`config.mk`:
```
export PLATFORM = sky130hd
export DESIGN_NAME = gpioPinUnit
export DESIGN_NICKNAME = d
export VERILOG_FILES = /design/src/rtl/gpioPinPkg.sv /design/src/rtl/gpioSync.sv /design/src/rtl/gpioPinCtrl.sv /design/src/rtl/gpioPinDatapath.sv /design/src/rtl/gpioPinUnit.sv
export SDC_FILE = /design/constraint.sdc
export NUM_CORES = 1
export LEC_CHECK = 0
export ABC_AREA = 0
export ABC_CLOCK_PERIOD_IN_PS = 3000
export BUFFER_PORTS_ARGS = -buffer_cell sky130_fd_sc_hd__buf_2
export CAP_MARGIN = 10
export CORE_UTILIZATION = 46
export DETAILED_ROUTE_END_ITERATION = 8
export PLACE_DENSITY = 0.77
export SETUP_SLACK_MARGIN = 0.3
export SYNTH_ARGS = -nofsm -noshare
export SYNTH_HDL_FRONTEND = slang
export SYNTH_HIERARCHICAL = 1
export SYNTH_SLANG_ARGS = --single-unit
```
`constraint.sdc`:
```
create_clock -name clk -period 3 [get_ports clk]
set_input_delay 0.15 -clock clk [delete_from_list [all_inputs] [get_ports clk]]
set_output_delay 0.15 -clock clk [all_outputs]
set_load 0.02 [all_outputs]
```
`src/rtl/gpioPinPkg.sv`:
```
package gpioPinPkg;
  // width of the architectural pin index
  localparam int PIN_SPACE_BITS = 9;
  localparam int GROUP_W = 32;

  typedef enum logic [3:0] {
    OP_SET       = 4'd0,
    OP_CLR       = 4'd1,
    OP_READ      = 4'd2,
    OP_WRITE     = 4'd3,
    OP_DIR_IN    = 4'd4,
    OP_DIR_OUT   = 4'd5,
    OP_DIR_CARRY = 4'd6,
    OP_WAIT_LO   = 4'd7,
    OP_WAIT_HI   = 4'd8
  } pinOpE;

  // strobes from control to datapath
  typedef struct packed {
    logic [PIN_SPACE_BITS-1:0] idx;
    logic                      inRange;
    logic                      wrOut;
    logic                      outVal;
    logic                      wrDir;
    logic                      dirVal;
    logic                      loadCarry;
  } pinStrobeT;
endpackage

```
`src/rtl/gpioSync.sv`:
```
module gpioSync #(
  parameter int WIDTH = 8
) (
  input  logic             clk,
  input  logic             rstN,
  input  logic [WIDTH-1:0] rawIn,
  output logic [WIDTH-1:0] syncOut
);
  logic [WIDTH-1:0] stageA;
  logic [WIDTH-1:0] stageB;

  always_ff @(posedge clk or negedge rstN) begin
    if (!rstN) begin
      stageA <= '0;
      stageB <= '0;
    end else begin
      stageA <= rawIn;
      stageB <= stageA;
    end
  end

  assign syncOut = stageB;
endmodule

```
`src/rtl/gpioPinCtrl.sv`:
```
module gpioPinCtrl
  import gpioPinPkg::*;
#(
  parameter int PIN_COUNT = 64
) (
  input  logic        clk,
  input  logic        rstN,
  input  logic        start,
  input  logic [3:0]  opcode,
  input  logic [31:0] operand,
  input  logic        carryIn,
  input  logic        selLevel,
  output pinStrobeT   strobe,
  output logic        busy
);
  localparam logic [PIN_SPACE_BITS:0] LIMIT = (PIN_SPACE_BITS+1)'(PIN_COUNT);

  typedef enum logic {ST_IDLE, ST_WAIT} stateE;

  stateE                     state;
  logic [PIN_SPACE_BITS-1:0] heldIdx;
  logic                      heldLevel;
  logic [PIN_SPACE_BITS-1:0] curIdx;
  logic                      inRange;
  logic                      accept;
  logic                      isWait;

  assign curIdx  = (state == ST_WAIT) ? heldIdx : operand[PIN_SPACE_BITS-1:0];
  assign inRange = {1'b0, curIdx} < LIMIT;
  assign accept  = start && (state == ST_IDLE);
  assign isWait  = (opcode == OP_WAIT_LO) || (opcode == OP_WAIT_HI);

  always_comb begin
    strobe         = '0;
    strobe.idx     = curIdx;
    strobe.inRange = inRange;
    if (accept && inRange) begin
      unique case (opcode)
        OP_SET:       begin strobe.wrOut = 1'b1; strobe.outVal = 1'b1; end
        OP_CLR:       begin strobe.wrOut = 1'b1; strobe.outVal = 1'b0; end
        OP_WRITE:     begin strobe.wrOut = 1'b1; strobe.outVal = carryIn; end
        OP_DIR_IN:    begin strobe.wrDir = 1'b1; strobe.dirVal = 1'b0; end
        OP_DIR_OUT:   begin strobe.wrDir = 1'b1; strobe.dirVal = 1'b1; end
        OP_DIR_CARRY: begin strobe.wrDir = 1'b1; strobe.dirVal = carryIn; end
        default: ;
      endcase
    end
    // read of an unbuilt pin still loads carry (with 0)
    if (accept && opcode == OP_READ) strobe.loadCarry = 1'b1;
  end

  always_ff @(posedge clk or negedge rstN) begin
    if (!rstN) begin
      state     <= ST_IDLE;
      heldIdx   <= '0;
      heldLevel <= 1'b0;
    end else begin
      unique case (state)
        ST_IDLE: if (accept && isWait && inRange) begin
          state     <= ST_WAIT;
          heldIdx   <= operand[PIN_SPACE_BITS-1:0];
          heldLevel <= (opcode == OP_WAIT_HI);
        end
        ST_WAIT: if (selLevel == heldLevel) state <= ST_IDLE;
        default: state <= ST_IDLE;
      endcase
    end
  end

  assign busy = (state == ST_WAIT);
endmodule

```
`src/rtl/gpioPinDatapath.sv`:
```
module gpioPinDatapath
  import gpioPinPkg::*;
#(
  parameter int PIN_COUNT = 64
) (
  input  logic                 clk,
  input  logic                 rstN,
  input  pinStrobeT            strobe,
  input  logic [PIN_COUNT-1:0] pinIn,
  input  logic                 grpOutWe,
  input  logic [GROUP_W-1:0]   grpOutData,
  input  logic                 grpDirWe,
  input  logic [GROUP_W-1:0]   grpDirData,
  output logic [PIN_COUNT-1:0] pinOut,
  output logic [PIN_COUNT-1:0] pinDir,
  output logic                 carryOut,
  output logic                 selLevel,
  output logic [GROUP_W-1:0]   grpIn
);
  logic [PIN_COUNT-1:0] syncIn;

  gpioSync #(.WIDTH(PIN_COUNT)) u_sync (
    .clk    (clk),
    .rstN   (rstN),
    .rawIn  (pinIn),
    .syncOut(syncIn)
  );

  always_comb begin
    selLevel = 1'b0;
    for (int i = 0; i < PIN_COUNT; i++) begin
      if (strobe.idx == PIN_SPACE_BITS'(i)) selLevel = syncIn[i];
    end
  end

  genvar g;
  generate
    for (g = 0; g < PIN_COUNT; g++) begin : gPin
      logic hitPin;
      assign hitPin = strobe.inRange && (strobe.idx == PIN_SPACE_BITS'(g));
      if (g < GROUP_W) begin : gGrouped
        always_ff @(posedge clk or negedge rstN) begin
          if (!rstN) begin
            pinOut[g] <= 1'b0;
            pinDir[g] <= 1'b0;
          end else begin
            if (strobe.wrOut && hitPin) pinOut[g] <= strobe.outVal;
            else if (grpOutWe)          pinOut[g] <= grpOutData[g];
            if (strobe.wrDir && hitPin) pinDir[g] <= strobe.dirVal;
            else if (grpDirWe)          pinDir[g] <= grpDirData[g];
          end
        end
      end else begin : gPlain
        always_ff @(posedge clk or negedge rstN) begin
          if (!rstN) begin
            pinOut[g] <= 1'b0;
            pinDir[g] <= 1'b0;
          end else begin
            if (strobe.wrOut && hitPin) pinOut[g] <= strobe.outVal;
            if (strobe.wrDir && hitPin) pinDir[g] <= strobe.dirVal;
          end
        end
      end
    end
  endgenerate

  always_ff @(posedge clk or negedge rstN) begin
    if (!rstN)                 carryOut <= 1'b0;
    else if (strobe.loadCarry) carryOut <= selLevel & strobe.inRange;
  end

  assign grpIn = syncIn[GROUP_W-1:0];
endmodule

```
`src/rtl/gpioPinUnit.sv`:
```
module gpioPinUnit
  import gpioPinPkg::*;
#(
  parameter int PIN_COUNT = 64
) (
  input  logic                 clk,
  input  logic                 rstN,
  input  logic                 start,
  input  logic [3:0]           opcode,
  input  logic [31:0]          operand,
  input  logic                 carryIn,
  output logic                 carryOut,
  output logic                 busy,
  input  logic [PIN_COUNT-1:0] pinIn,
  output logic [PIN_COUNT-1:0] pinOut,
  output logic [PIN_COUNT-1:0] pinDir,
  input  logic                 grpOutWe,
  input  logic [31:0]          grpOutData,
  input  logic                 grpDirWe,
  input  logic [31:0]          grpDirData,
  output logic [31:0]          grpIn
);
  pinStrobeT strobe;
  logic      selLevel;

  gpioPinCtrl #(.PIN_COUNT(PIN_COUNT)) u_ctrl (
    .clk     (clk),
    .rstN    (rstN),
    .start   (start),
    .opcode  (opcode),
    .operand (operand),
    .carryIn (carryIn),
    .selLevel(selLevel),
    .strobe  (strobe),
    .busy    (busy)
  );

  gpioPinDatapath #(.PIN_COUNT(PIN_COUNT)) u_dp (
    .clk       (clk),
    .rstN      (rstN),
    .strobe    (strobe),
    .pinIn     (pinIn),
    .grpOutWe  (grpOutWe),
    .grpOutData(grpOutData),
    .grpDirWe  (grpDirWe),
    .grpDirData(grpDirData),
    .pinOut    (pinOut),
    .pinDir    (pinDir),
    .carryOut  (carryOut),
    .selLevel  (selLevel),
    .grpIn     (grpIn)
  );
endmodule

```
==> flow_summary.toml <==
[die]
die_height_microns = 156
start_util = 0.4761
io_pins = 332
die_w_microns = 156
rows = 55
dieArea_sq_mm = 0.02434
coreArea_sq_mm = 0.02292

[logic_synthesis]
ys_ff_latch = 268
synth_top_cell_area_share = 0.6147
netlist_area_sq_mm = 0.01091
ys.flop_type = "dfrtp_1"
synthCells = 928
synthArstFlopShare = 1.000
synth.distinct_cells = 60
synth-edff-count = 0
avgSynthCellArea_sq_um = 11.76
synth_fp_nets = 1098
yosysSeqAreaShare = 0.6147
ys_warn_count = 6
synth_area_leaders = "dfrtp_1 61%, mux2_2 8.8%, mux2i_1 6.6%, nor2_1 4.3%, nand2_1 3.1%"
synth_area_leader_cell = "dfrtp_1"

[sta]
fmax_mhz = 341.9
finalClockSkew_ns = 0.01330
slew_violations = 0
fin_crit_sh = 0.9748
maxSlewHeadroom = 0.3528
finalWorstSetupSlack_ns = 0.07554
setup_violations = 0
fin_crit_ns = 2.924
hold_violations = 0
rsz0062_at_grt = "yes"
worst_slew_pin_slew_ns = 0.9707

[clocking]
clk_latency_ns = 0.54
clkSlewWorstSetupHoldPaths_ns = 0.06
htreeDepth = 1
cts.path.max_buffers = 3
cts_tree = "built"
cts_root_buf = "clkbuf_16"
cts_sinks = 268
cts_buffers = 27

[cells_and_area]
antennaDiodeCount = 0
final_common_cell = "buf_2"
nFillCells = 1616
drive_gt1_frac = 0.3949
layout.nets = 1590
final_cell_mix = "307 x buf_2, 267 x dfrtp_1, 133 x dlygate4sd3_1"
area_growth_pct = 44.87
final_cells = 1754

[routing]
via_count = 9192
dr.pass1.iters = 5
wl_per_cell_microns = 20.29
drt-total-wl_microns = 35580
final_antenna_net_count = 0
drcViolationCount = 0
drtIter0Drc = 557
viasPerCell = 5.241

[critical_path]
critPathRequiredTime_ns = 3.44
path_max_fanout = 8
path_class = "reg -> reg"
r2r_slack_ns = 0.08
arrival_ns = 3.36
critPathLaunchType = "flip-flop"
cp-end-kind = "flip-flop"

[grt]
track_usage = 0.2938
grt_pass1_vias = 9650
antenna_found_initial = 0
grt_max_degree = 96
grt_pass1_wl_microns = 53880
grt_overflow_total = 0

[placed_design]
placed_cells = 1560
io_buffers = 308
place_ws_ns = -0.06426
dp_hpwl_microns = 22850
globalplace.congestion = 0.8771

[pwr]
power.density_mw_per_mm2 = 570.3
p_leak_nw = 7.539
peakVddDrop_mv = 0.5240

[min_path]
hold_path.class = "in -> reg"

[outcome]
outcome = "completed"

[flow_run]
drv_cap = 0
## area by class of cell
class                           count  area, sq um  area share
Tap cell                          313        391.6     0.02478
Clock inverter                     12        205.2     0.01298
Inverter                            8        30.03    0.001900
Multi-Input combinational cell    601         4173      0.2640
Timing Repair Buffer              514         3530      0.2233
Sequential cell                   268         6708      0.4244
Clock buffer                       38        767.0     0.04853
## sequential cells by signal, summed over array words and instances (netlist names)
register and cells:
u_dp/pinDir 64, u_dp/pinOut 64, u_dp/u_sync/stageA 64, u_dp/u_sync/syncOut 64
u_ctrl/heldIdx 9, u_ctrl/busy 1, u_ctrl/heldLevel 1, u_dp/carryOut 1
## power breakdown
group	leakage (nW)	total, mW	internal [mW]	switching (mW)
sequential	3.29	3.92	3.80	0.113
clock	0.472	3.65	2.22	1.42
combinational	3.78	1.45	0.640	0.811
total	7.54	9.01	6.67	2.35
## cells by family (layout without fill, tap and decap cells)
| logic type | Yosys count | after routing | share of synthesized area |
|---|---|---|---|
| xor+xnor | 1 | 1 | 0.0008030 |
| simple gates | 289 | 289 | 0.1196 |
| buf+inv | 60 | 572 | 0.02236 |
| mux | 157 | 158 | 0.1538 |
| compound gates | 153 | 153 | 0.08866 |
| flops | 268 | 268 | 0.6147 |
## worst max-delay path, cell delays in order (launching register included)
cell and delay (ns):
dfrtp_2 0.49, buf_6 0.16, mux2_4 0.33, or3b_4 0.39, or3_4 0.36, a31o_1 0.19
a21oi_2 0.15, o21ai_2 0.09, o211ai_1 0.12, o211ai_2 0.15, xor2_1 0.19, a21o_2 0.19
## timing repair
action | CTS | global route
buffers inserted | 7 | 3
pin swaps | 8 | 13
gates resized for setup | 17 | 22
endpoints found under the hold margin | 221 | 0
setup endpoints to repair | 87 | 85
hold buffers | 133 | 0
gates cloned | 1 | 0
## Yosys cell counts, types with 9 or more instances
cell and count:
o21ai_0 62, nand3_1 12, mux2_2 85, clkbuf_1 40, nor2_1 125, dfrtp_1 268, mux2i_1 72, a31o_2 10
nand2_1 90, nor3_1 16, buf_2 9, a21oi_1 33
## worst paths after layout
kind                                         from                       to  depth (start not counted)
max                                   u_ctrl/busy              u_ctrl/busy                         11
min                                grpOutData[29]          u_dp/pinOut[29]                          4
max reg2reg                           u_ctrl/busy              u_ctrl/busy                         11
min reg2reg                u_dp/u_sync/stageA[18]  u_dp/u_sync/syncOut[18]                          0
max in group asynchronous                    rstN          u_dp/pinDir[49]                          3
min in group asynchronous                    rstN   u_dp/u_sync/stageA[26]                          2
## per-stage QoR
| stage | TNS (ns) | hold slack, ns | instance area (sq um) | utilization | power (mW) |
|---|---|---|---|---|---|
| after floorplan | 0 | -0.1456 | 11000 | - | 4.596 |
| after global placement | -0.06445 | 0.2209 | 13270 | 0.5790 | 5.168 |
| after detailed placement | -0.06426 | 0.2250 | 13270 | 0.5790 | 5.189 |
| after CTS | 0 | 0.002874 | 15700 | 0.6850 | 8.972 |
| after global routing | -0.04305 | 0.02726 | 15800 | 0.6897 | 9.354 |
| final | 0 | 0.02752 | 15800 | 0.6897 | 9.012 |
## metal layers
layer,wire (microns),GRT usage,part of all wire
met5,0,0,0
met4,1290,0.1102,0.036
met3,2329,0.04306,0.065
met2,17960,0.5200,0.50
met1,14000,0.3633,0.39
Power figures use the tool's default switching activity.
